`config.mk`:
```
export PLATFORM = sky130hd
export DESIGN_NAME = irq_prio_arb
export DESIGN_NICKNAME = d
export VERILOG_FILES = /design/src/rtl/irq_arb_pkg.sv /design/src/rtl/irq_prio_regs.sv /design/src/rtl/irq_sel.sv /design/src/rtl/irq_act_stack.sv /design/src/rtl/irq_prio_arb.sv
export SDC_FILE = /design/constraint.sdc
export NUM_CORES = 1
export LEC_CHECK = 0
export ABC_AREA = 1
export BUFFER_PORTS_ARGS = -buffer_cell sky130_fd_sc_hd__buf_2
export CORE_MARGIN = 1.5
export CORE_UTILIZATION = 38
export DETAILED_ROUTE_END_ITERATION = 10
export GPL_TIMING_DRIVEN = 1
export SYNTH_ARGS = -nofsm -noshare
export SYNTH_HDL_FRONTEND = slang
export SYNTH_SLANG_ARGS = --single-unit
export TNS_END_PERCENT = 50
```
`constraint.sdc`:
```
create_clock -name clk_i -period 71.5 [get_ports clk_i]
set_input_delay 10.725 -clock clk_i [delete_from_list [all_inputs] [get_ports clk_i]]
set_output_delay 10.725 -clock clk_i [all_outputs]
set_load 0.02 [all_outputs]
```
`src/rtl/irq_arb_pkg.sv`:
```
package irq_arb_pkg;
  localparam int unsigned EXC_RESET = 1;
  localparam int unsigned EXC_NMI   = 2;
  localparam int unsigned EXC_HARD  = 3;
  localparam int unsigned EXC_USAGE = 6;
  localparam int unsigned EXC_SVC   = 11;
  localparam int unsigned EXC_PSV   = 14;
  localparam int unsigned NUM_SYS   = 16;
  localparam int unsigned LVL_W     = 11;
  localparam logic [LVL_W-1:0] LVL_THREAD = 11'h400;

  typedef logic [LVL_W-1:0] lvl_t;

  // preempt mask for group g: bits [g:0] are sub priority
  function automatic logic [7:0] grp_mask(input logic [2:0] grp);
    logic [8:0] m;
    m = 9'h1fe << grp;
    return m[7:0];
  endfunction

  // urgency key: fixed sources first, then programmable byte
  function automatic lvl_t prio_key(input int unsigned num, input logic [7:0] prio,
                                    input logic [7:0] mask);
    logic [1:0] cls;
    if (num < 4) begin
      cls = 2'(num - 1);
      return {1'b0, cls, 8'h00};
    end
    return {1'b0, 2'b11, prio & mask};
  endfunction
endpackage

```
`src/rtl/irq_prio_regs.sv`:
```
module irq_prio_regs #(
  parameter int unsigned NSRC      = 24,
  parameter int unsigned PRIO_BITS = 3,
  parameter int unsigned AW        = 5
) (
  input  logic                 clk_i,
  input  logic                 rst_ni,
  input  logic                 wr_en_i,
  input  logic [AW-1:0]        addr_i,
  input  logic [7:0]           wdata_i,
  input  logic                 psv_pend_i,
  output logic [7:0]           rdata_o,
  output logic [NSRC-1:0][7:0] prio_o,
  output logic [2:0]           grp_o,
  output logic                 psv_set_o
);
  localparam logic [7:0] IMPL_MASK = 8'(8'hff << (8 - PRIO_BITS));
  localparam int unsigned ADDR_GRP = NSRC;
  localparam int unsigned ADDR_PSV = NSRC + 1;

  logic [2:0] grp_q;

  for (genvar i = 0; i < NSRC; i++) begin : g_prio
    if (i < 4) begin : g_fixed
      assign prio_o[i] = 8'h00;
    end else begin : g_prog
      logic [7:0] q;
      always_ff @(posedge clk_i or negedge rst_ni) begin
        if (!rst_ni) q <= 8'h00;
        else if (wr_en_i && addr_i == AW'(i)) q <= wdata_i & IMPL_MASK;
      end
      assign prio_o[i] = q;
    end
  end

  always_ff @(posedge clk_i or negedge rst_ni) begin
    if (!rst_ni) grp_q <= 3'd0;
    else if (wr_en_i && addr_i == AW'(ADDR_GRP)) grp_q <= wdata_i[2:0];
  end

  assign grp_o     = grp_q;
  assign psv_set_o = wr_en_i && addr_i == AW'(ADDR_PSV) && wdata_i[0];

  always_comb begin
    rdata_o = 8'h00;
    if (int'(addr_i) < NSRC)          rdata_o = prio_o[addr_i];
    else if (addr_i == AW'(ADDR_GRP)) rdata_o = {5'd0, grp_q};
    else if (addr_i == AW'(ADDR_PSV)) rdata_o = {7'd0, psv_pend_i};
  end
endmodule

```
`src/rtl/irq_sel.sv`:
```
module irq_sel
  import irq_arb_pkg::*;
#(
  parameter int unsigned NSRC = 24,
  parameter int unsigned NW   = 5
) (
  input  logic [NSRC-1:0]      pend_i,
  input  logic [NSRC-1:0][7:0] prio_i,
  input  logic [2:0]           grp_i,
  output logic                 vld_o,
  output logic [NW-1:0]        num_o,
  output lvl_t                 pk_o
);
  lvl_t best;
  lvl_t k;

  always_comb begin
    vld_o = 1'b0;
    num_o = '0;
    best  = '1;
    for (int i = 0; i < NSRC; i++) begin
      k = prio_key(i, prio_i[i], 8'hff);
      if (pend_i[i] && (!vld_o || k < best)) begin
        vld_o = 1'b1;
        best  = k;
        num_o = NW'(i);
      end
    end
    pk_o = prio_key(int'(num_o), prio_i[num_o], grp_mask(grp_i));
  end
endmodule

```
`src/rtl/irq_act_stack.sv`:
```
module irq_act_stack
  import irq_arb_pkg::*;
#(
  parameter int unsigned DEPTH = 11,
  parameter int unsigned NW    = 5,
  parameter int unsigned DW    = 4
) (
  input  logic          clk_i,
  input  logic          rst_ni,
  input  logic          push_i,
  input  logic          pop_i,
  input  logic [NW-1:0] push_num_i,
  input  lvl_t          push_lvl_i,
  output logic [NW-1:0] top_num_o,
  output lvl_t          top_lvl_o,
  output lvl_t          below_lvl_o,
  output logic [DW-1:0] depth_o,
  output logic          full_o
);
  localparam int unsigned IW = (DEPTH > 1) ? $clog2(DEPTH) : 1;

  logic [NW-1:0] num_q [DEPTH];
  lvl_t          lvl_q [DEPTH];
  logic [DW-1:0] depth_q;
  logic [IW-1:0] top_idx, below_idx, wr_idx;

  assign top_idx   = IW'(depth_q - DW'(1));
  assign below_idx = IW'(depth_q - DW'(2));
  assign wr_idx    = IW'(depth_q - DW'(pop_i));

  assign top_num_o   = (depth_q == '0) ? '0 : num_q[top_idx];
  assign top_lvl_o   = (depth_q == '0) ? LVL_THREAD : lvl_q[top_idx];
  assign below_lvl_o = (depth_q < DW'(2)) ? LVL_THREAD : lvl_q[below_idx];
  assign depth_o     = depth_q;
  assign full_o      = depth_q == DW'(DEPTH);

  always_ff @(posedge clk_i or negedge rst_ni) begin
    if (!rst_ni) depth_q <= '0;
    else depth_q <= depth_q - DW'(pop_i) + DW'(push_i);
  end

  always_ff @(posedge clk_i) begin
    if (push_i) begin
      num_q[wr_idx] <= push_num_i;
      lvl_q[wr_idx] <= push_lvl_i;
    end
  end
endmodule

```
`src/rtl/irq_prio_arb.sv`:
```
module irq_prio_arb
  import irq_arb_pkg::*;
#(
  parameter int unsigned NUM_IRQ   = 8,
  parameter int unsigned PRIO_BITS = 3,
  localparam int unsigned NSRC     = NUM_SYS + NUM_IRQ,
  localparam int unsigned AW       = $clog2(NSRC + 2),
  localparam int unsigned NW       = $clog2(NSRC)
) (
  input  logic            clk_i,
  input  logic            rst_ni,
  input  logic [NSRC-1:0] src_req_i,
  input  logic            ret_i,
  input  logic            ret_thread_i,
  input  logic            wr_en_i,
  input  logic [AW-1:0]   addr_i,
  input  logic [7:0]      wdata_i,
  output logic [7:0]      rdata_o,
  output logic            take_o,
  output logic [NW-1:0]   take_num_o,
  output logic [NW-1:0]   act_num_o
);
  localparam int unsigned STACK_DEPTH = 3 + (1 << PRIO_BITS);
  localparam int unsigned DW = $clog2(STACK_DEPTH + 1);

  logic [NSRC-1:0]      pend_q, pend_d, act_q, act_d;
  logic [NSRC-1:0][7:0] prio;
  logic [2:0]           grp;
  logic                 psv_set;
  logic                 win_vld;
  logic [NW-1:0]        win_num, top_num;
  lvl_t                 win_pk, top_lvl, below_lvl, cur_lvl, svc_pk;
  logic [DW-1:0]        depth;
  logic                 full, pop, go, uf_set;

  irq_prio_regs #(.NSRC(NSRC), .PRIO_BITS(PRIO_BITS), .AW(AW)) u_regs (
    .clk_i, .rst_ni, .wr_en_i, .addr_i, .wdata_i,
    .psv_pend_i(pend_q[EXC_PSV]), .rdata_o, .prio_o(prio), .grp_o(grp),
    .psv_set_o(psv_set)
  );

  irq_sel #(.NSRC(NSRC), .NW(NW)) u_sel (
    .pend_i(pend_q), .prio_i(prio), .grp_i(grp),
    .vld_o(win_vld), .num_o(win_num), .pk_o(win_pk)
  );

  irq_act_stack #(.DEPTH(STACK_DEPTH), .NW(NW), .DW(DW)) u_stack (
    .clk_i, .rst_ni, .push_i(go), .pop_i(pop), .push_num_i(win_num),
    .push_lvl_i(win_pk), .top_num_o(top_num), .top_lvl_o(top_lvl),
    .below_lvl_o(below_lvl), .depth_o(depth), .full_o(full)
  );

  assign pop     = ret_i && depth != '0;
  assign cur_lvl = pop ? below_lvl : top_lvl;
  assign go      = win_vld && win_pk < cur_lvl && (!full || pop);
  assign uf_set  = pop && ret_thread_i && depth > DW'(1);
  assign svc_pk  = prio_key(EXC_SVC, prio[EXC_SVC], grp_mask(grp));

  always_comb begin
    pend_d = pend_q;
    if (go) pend_d[win_num] = 1'b0;
    for (int i = 0; i < NSRC; i++) begin
      if (src_req_i[i] && i != EXC_SVC) pend_d[i] = 1'b1;
    end
    if (src_req_i[EXC_SVC]) begin
      if (svc_pk < cur_lvl) pend_d[EXC_SVC]  = 1'b1;
      else                  pend_d[EXC_HARD] = 1'b1;
    end
    if (psv_set) pend_d[EXC_PSV]   = 1'b1;
    if (uf_set)  pend_d[EXC_USAGE] = 1'b1;
    pend_d[0] = 1'b0;
  end

  always_comb begin
    act_d = act_q;
    if (pop) act_d[top_num] = 1'b0;
    if (go)  act_d[win_num] = 1'b1;
  end

  always_ff @(posedge clk_i or negedge rst_ni) begin
    if (!rst_ni) begin
      pend_q     <= '0;
      act_q      <= '0;
      take_o     <= 1'b0;
      take_num_o <= '0;
    end else begin
      pend_q     <= pend_d;
      act_q      <= act_d;
      take_o     <= go;
      take_num_o <= go ? win_num : take_num_o;
    end
  end

  assign act_num_o = top_num;
endmodule

```
# ---- Word level (Yosys, flattened, before mapping)
# Memory sizes are Yosys's and may differ from the RTL's.
# Index checks and enable logic that the tools add are counted.
dict set report totals {
  ff_bits 96
  ramBits 176
  in_bits 42
  output_inout_bits 19
  elab_cells 347
  n_memories 2
}
# name words width rd rd_clocked_by_memory_dff wr line_no
set mem_list {}
lappend mem_list {u_stack.lvl_q 11 11 2 0 1 irq_act_stack.sv:23} ;# lvl_t lvl_q [DEPTH];
lappend mem_list {u_stack.num_q 11 5 1 0 1 irq_act_stack.sv:22} ;# logic [NW-1:0] num_q [DEPTH];
dict set report op_classes {
  n_addsub 5
  order_cmp 31
  n_eq_ne 23
  shift 1
  mux 115
  n_bitwise 4
  n_reduce_logical 120
}
# cell n
set op_table {}
lappend op_table {{$mux W11} 27}
lappend op_table {{$lt A10 B11 Y1} 21}
lappend op_table {{$mux W5} 23}
lappend op_table {{$bmux W8 S5} 2}
lappend op_table {{$mux W1} 57}
lappend op_table {{$logic_and A1 B1 Y1} 51}
lappend op_table {{$eq A5 B5 Y1 const B} 10}
lappend op_table {{$eq A5 B4 Y1 const B} 8}
lappend op_table {{$reduce_bool A2 Y1} 19}
lappend op_table {{$and A24 B24 Y24} 1}
lappend op_table {{$mux W24} 1}
lappend op_table {{$mux W8} 3}
lappend op_table {{$not A24 Y24} 1}
lappend op_table {{$logic_not A1 Y1} 23}
lappend op_table {{$logic_or A1 B1 Y1} 23}
lappend op_table {{$eq A5 B3 Y1 const B} 4}
lappend op_table {{$and A8 B8 Y8} 2}
lappend op_table {{$lt A5 B6 Y1 const B} 2}
lappend op_table {{$lt A10 B11 Y1 const A} 1}
lappend op_table {{$lt A11 B11 Y1} 1}
lappend op_table {{$lt A9 B11 Y1 const A} 1}
lappend op_table {{$shl A9 B3 Y8 const A} 1}
lappend op_table {{$reduce_bool A3 Y1} 2}
lappend op_table {{$demux W1 S5} 1}
lappend op_table {{other kinds (14)} 14}

# ---- Longest topological paths before layout
dict set report logic_depth {
  depth_word 100
  mapped_depth 218
  ltp_nobuf 215
}

# ---- Hierarchy
# A second synthesis with hierarchy kept.
dict set report hier_totals {
  cells_unflattened 3303
  area_unflattened_um2 23462.5
}
# module n_inst cells_per_inst area_each_um2
set modules_own_cells {}
lappend modules_own_cells {irq_act_stack 1 932 8727.1}
lappend modules_own_cells {irq_sel 1 1544 8521.9}
lappend modules_own_cells {irq_prio_regs 1 565 4149.0}
lappend modules_own_cells {irq_prio_arb 1 262 2064.5}

# ---- Worst setup path after synthesis
# Ideal clock, no wire load.
dict set report synth_timing {
  path_kind {input to output}
  start {input addr_i[0]}
  end {output rdata_o[6]}
  t_arrival_ns 11.948
  required_time_ns 60.775
  path_slack_ns 48.827
  path_stages 7
  path_cell_list {inv_1 nor2_1 clkbuf_1 inv_1 o21ai_0 o21ai_0 a21oi_1}
}
dict set report synth_between {
  elab_chain_len 3
}
# item line_no
set synth_rtl {}
lappend synth_rtl {{from (decl)} irq_prio_arb.sv:16} ;# input logic [AW-1:0] addr_i,
lappend synth_rtl {{$bmux W8 S5} irq_prio_regs.sv:46} ;# if (int'(addr_i) < NSRC) rdata_o = prio_o[addr_i];
lappend synth_rtl {{$mux W8 (implied by the code)} irq_prio_regs.sv:46}
lappend synth_rtl {{$mux W8 (*)} irq_prio_regs.sv:46}
lappend synth_rtl {{to (decl)} irq_prio_arb.sv:18} ;# output logic [7:0] rdata_o,
# Mark *: on every way between the ends. The rest lies on a longest branch, timed or not. The select of a mux whose other input is x is not followed.

# ---- Worst setup path after layout
dict set report layout_timing {
  start {register pend_q[1]}
  end {memory u_stack.num_q[0][1], enable pin}
}
dict set report layout_between {
  elab_chain_len 98
}
# item line_no
set layout_rtl {}
lappend layout_rtl {{from (decl)} irq_prio_arb.sv:26} ;# logic [NSRC-1:0] pend_q, pend_d, act_q, act_d;
lappend layout_rtl {{from (signal assigned)} irq_prio_arb.sv:87} ;# pend_q <= pend_d;
lappend layout_rtl {{$mux W11 / $mux W1 (equally long branches)} irq_sel.sv:23} ;# if (pend_i[i] && (!vld_o || k < best)) begin
lappend layout_rtl {{$lt A9 B11 Y1 / $logic_not A1 Y1 (equally long branches)} irq_sel.sv:23}
lappend layout_rtl {{$logic_or A1 B1 Y1} irq_sel.sv:23}
lappend layout_rtl {{$logic_and A1 B1 Y1} irq_sel.sv:23}
lappend layout_rtl {{$mux W11 / $mux W1 (equally long branches)} irq_sel.sv:23}
lappend layout_rtl {{$lt A10 B11 Y1 / $logic_not A1 Y1 (equally long branches)} irq_sel.sv:23}
lappend layout_rtl {{$logic_or A1 B1 Y1} irq_sel.sv:23}
lappend layout_rtl {{$logic_and A1 B1 Y1} irq_sel.sv:23}
lappend layout_rtl {{[81 not listed]} --}
lappend layout_rtl {{via u_sel.num_o[4]} irq_sel.sv:11} ;# output logic [NW-1:0] num_o,
lappend layout_rtl {{[1 not listed]} --}
lappend layout_rtl {{$mux W8 (implied by the code)} irq_sel.sv:29} ;# pk_o = prio_key(int'(num_o), prio_i[num_o], grp_mask(grp_i));
lappend layout_rtl {{$and A8 B8 Y8} irq_arb_pkg.sv:29} ;# return {1'b0, 2'b11, prio & mask};
lappend layout_rtl {{$mux W11 (*)} irq_arb_pkg.sv:29}
lappend layout_rtl {{via u_sel.pk_o[6]} irq_sel.sv:12} ;# output lvl_t pk_o
lappend layout_rtl {{$lt A11 B11 Y1 (*)} irq_prio_arb.sv:55} ;# assign go = win_vld && win_pk < cur_lvl && (!full || pop);
lappend layout_rtl {{$logic_and A1 B1 Y1 (*) (2 in series)} irq_prio_arb.sv:55}
lappend layout_rtl {{$mux W1 (*)} irq_act_stack.sv:43} ;# if (push_i) begin
lappend layout_rtl {{$mux W1 (implied by the code) (*)} irq_act_stack.sv:44} ;# num_q[wr_idx] <= push_num_i;
lappend layout_rtl {{to (decl)} irq_act_stack.sv:22}
# Mark *: on every way through the listed nets, which the timed path passes. The rest lies on a longest branch. The select of a mux whose other input is x is not followed.

==> impl_metrics.json <==
{
  "status": "completed",
  "area_growth_pct": 12.0,
  "initial_core_util": 0.388,
  "clock-sinks": 206,
  "relSlewSlack": 0.144,
  "critical_path.reg2reg.endpoint": "u_stack.num_q[0][1]",
  "num_vias": 11300,
  "htreeDepth": 1,
  "syn_inst": 1625,
  "area.sequential_mm2": 0.00571,
  "p_leak_uw": 0.00644,
  "synth_most_common_cell": "nand2_1",
  "critPathRequiredTime_ps": 71640,
  "min_path_type": "register to register",
  "slowest_delay_ps": 1000,
  "netlist.area_leader.share": 0.261,
  "nNetsFinal": 1765,
  "hold-path-endpoint": "pend_q[23]",
  "ant_nets": 0,
  "finalInstanceArea_mm2": 0.0142,
  "first_iter_violations": 854,
  "crit_top_cell": "nand2_1",
  "drc": 0,
  "grt_overflow": 0,
  "hold_violations": 0,
  "path_clk_slew_ps": 60,
  "skew_ps": 16.6,
  "yosys_warnings": 0,
  "die_y_um": 185,
  "cts-root-buf": "clkbuf_16",
  "coreArea_mm2": 0.0326,
  "grt_max_degree": 78,
  "wl_per_cell_um": 18.1,
  "synthTopCellsByCount": "nand2_1, inv_1, o21ai_0",
  "cap_violations": 0,
  "startpoint_type": "register",
  "worstSkewPairLatency_ps": 540,
  "power.density_mw_per_mm2": 39.0,
  "multiInputGateArea_mm2": 0.00600,
  "reg2reg_depth": 196,
  "port_buffers": 55,
  "clockBufferDepth": 3,
  "num_rows": 66,
  "dp.cells": 2092,
  "ys_seq_area_frac": 0.451,
  "grt_usage": 0.228,
  "critPathKind": "register to register",
  "path_max_fanout": 19,
  "slew_viol_final": 0,
  "postCtsSetupBuffers": 0,
  "synth_top_area_cell": "edfxtp_1",
  "synthArstFlopShare": 0.466,
  "period_needed_ps": 27650,
  "place_congestion": 0.930,
  "timing.rr.start": "pend_q[1]",
  "setup_viol": 0,
  "cts_tree": "done",
  "synth_edf_count": 110,
  "die_w_um": 185,
  "drtPass1Iterations": 5,
  "io_pins": 61,
  "rsz0062_at_grt": "false",
  "synth-seq-cells": 206,
  "cts_buffers": 24,
  "drive_above_1_share": 0.104,
  "synth_area_leaders": "edfxtp_1, dfrtp_1, nand2_1",
  "power_uw": 553,
  "drt_wl_total_mm": 38.7,
  "setup-tns-final_ps": 0,
  "timing.fmax_mhz": 36.2,
  "hold_buffers": 0,
  "holdPathStages": 1,
  "netlist_area_mm2": 0.0126,
  "final_cells": 2136,
  "hpwl_mm": 27.3,
  "antenna_found_initial": 1,
  "ir_drop_v": 0.0000212,
  "ys.flop_type": "edfxtp_1",
  "grt_pass1_wl_mm": 60.3,
  "cpMaxStageDelayCell": "nor2_1",
  "worst_pin_slew_ps": 1280,
  "diodes": 0,
  "fillCellCount": 3332,
  "crit_path_end_kind": "register",
  "period_share": 0.387,
  "die_area_mm2": 0.0344,
  "dpl_cell_area_mm2": 0.0134,
  "viasPerCell": 5.30,
  "postCtsResizedCells": 0,
  "worstPathArrival_ps": 27790,
  "min_from": "pend_q[23]",
  "rrSetupSlack_ps": 43850,
  "synth.distinct_cells": 58,
  "syn_area_per_cell_um2": 7.78,
  "first_global_vias": 10700
}
registers in the layout, summed over array words and instances, names as in the netlist:
register,flops
take_num_o,5
take_o,1
u_regs.g_prio.g_prog.q,60
u_stack.depth_o,4
u_stack.num_q,55
u_stack.lvl_q,55
pend_q,23
u_regs.grp_o,3
worst max-delay path, delay by kind of cell, from the launching register on:
family	cells	cell delay [ps]
adders and majority gates	20	5890
buffers and inverters	12	1550
and+or+nand+nor	126	12130
DFF	1	430
AOI/OAI and AO/OA	38	7170
cells by family after synthesis:
kind of cell / after synthesis / synth area share
simple gates: 772 / 0.258
fa+ha+maj: 47 / 0.0465
mux: 1 / 0.000890
flops: 206 / 0.451
other cells: 1 / 0.000296
compound gates: 361 / 0.165
xor+xnor: 4 / 0.00277
buf+inv: 233 / 0.0757
routing by layer:
layer	global-route usage	wire length, um	share of wire
met5	0	0	0
met4	0.0615	969	0.025
met3	0.0270	2150	0.055
met2	0.391	18400	0.47
met1	0.303	17200	0.44
placed cells by master (no fill, tap or decap), types with 6 or more instances in the layout:
master       n
a21oi_1     84
a221oi_1    12
a22oi_1      7
buf_2       54
buf_4       21
clkbuf_1     7
clkbuf_16   24
clkbuf_8     7
dfrtp_1     95
edfxtp_1   110
ha_1        47
inv_1      174
nand2_1    483
nand2_2     29
nand2_4     10
nand3_1    114
nor2_1     111
o211ai_1     6
o21ai_0    175
o21ai_1      9
o21ai_2      6
o221ai_1     6
o22ai_1     14
final cells by class:
cell class,instances,area share
Clock buffer,38,0.0510
Clock inverter,6,0.00486
Inverter,182,0.0486
Multi-Input combinational cell,1187,0.424
Sequential cell,206,0.403
Tap cell,442,0.0390
Timing Repair Buffer,75,0.0302
stage by stage:
stage          hold slack, ps  worst slack (ps)   util
2_1_floorplan             463             48830      -
4_1_cts                   498             43980  0.434
5_1_grt                   534             40890  0.434
3_5_place_dp              486             44050  0.410
3_3_place_gp              486             44440  0.410
6_report                  496             43850  0.434
report_power, final:
part | internal (uW) | total [uW] | switching [uW] | leakage, uW
sequential | 157 | 179 | 22.3 | 0.00214
combinational | 77.7 | 252 | 174 | 0.00391
clock | 72.8 | 122 | 49.2 | 0.000387
total | 307 | 553 | 246 | 0.00644
worst max path at each step:
stage                   start                   to  slack, ps  cells after the start
global route        pend_q[1]  u_stack.num_q[0][1]      40890                    194
finish              pend_q[1]  u_stack.num_q[0][1]      43850                    196
global placement    pend_q[1]  u_stack.num_q[0][0]      44440                    196
floorplan           addr_i[0]           rdata_o[6]      48830                      7
detailed placement  pend_q[1]  u_stack.num_q[0][0]      44050                    194
CTS                 pend_q[1]  u_stack.lvl_q[0][7]      43980                    194
Note: power is estimated with default switching activity, not from simulation.
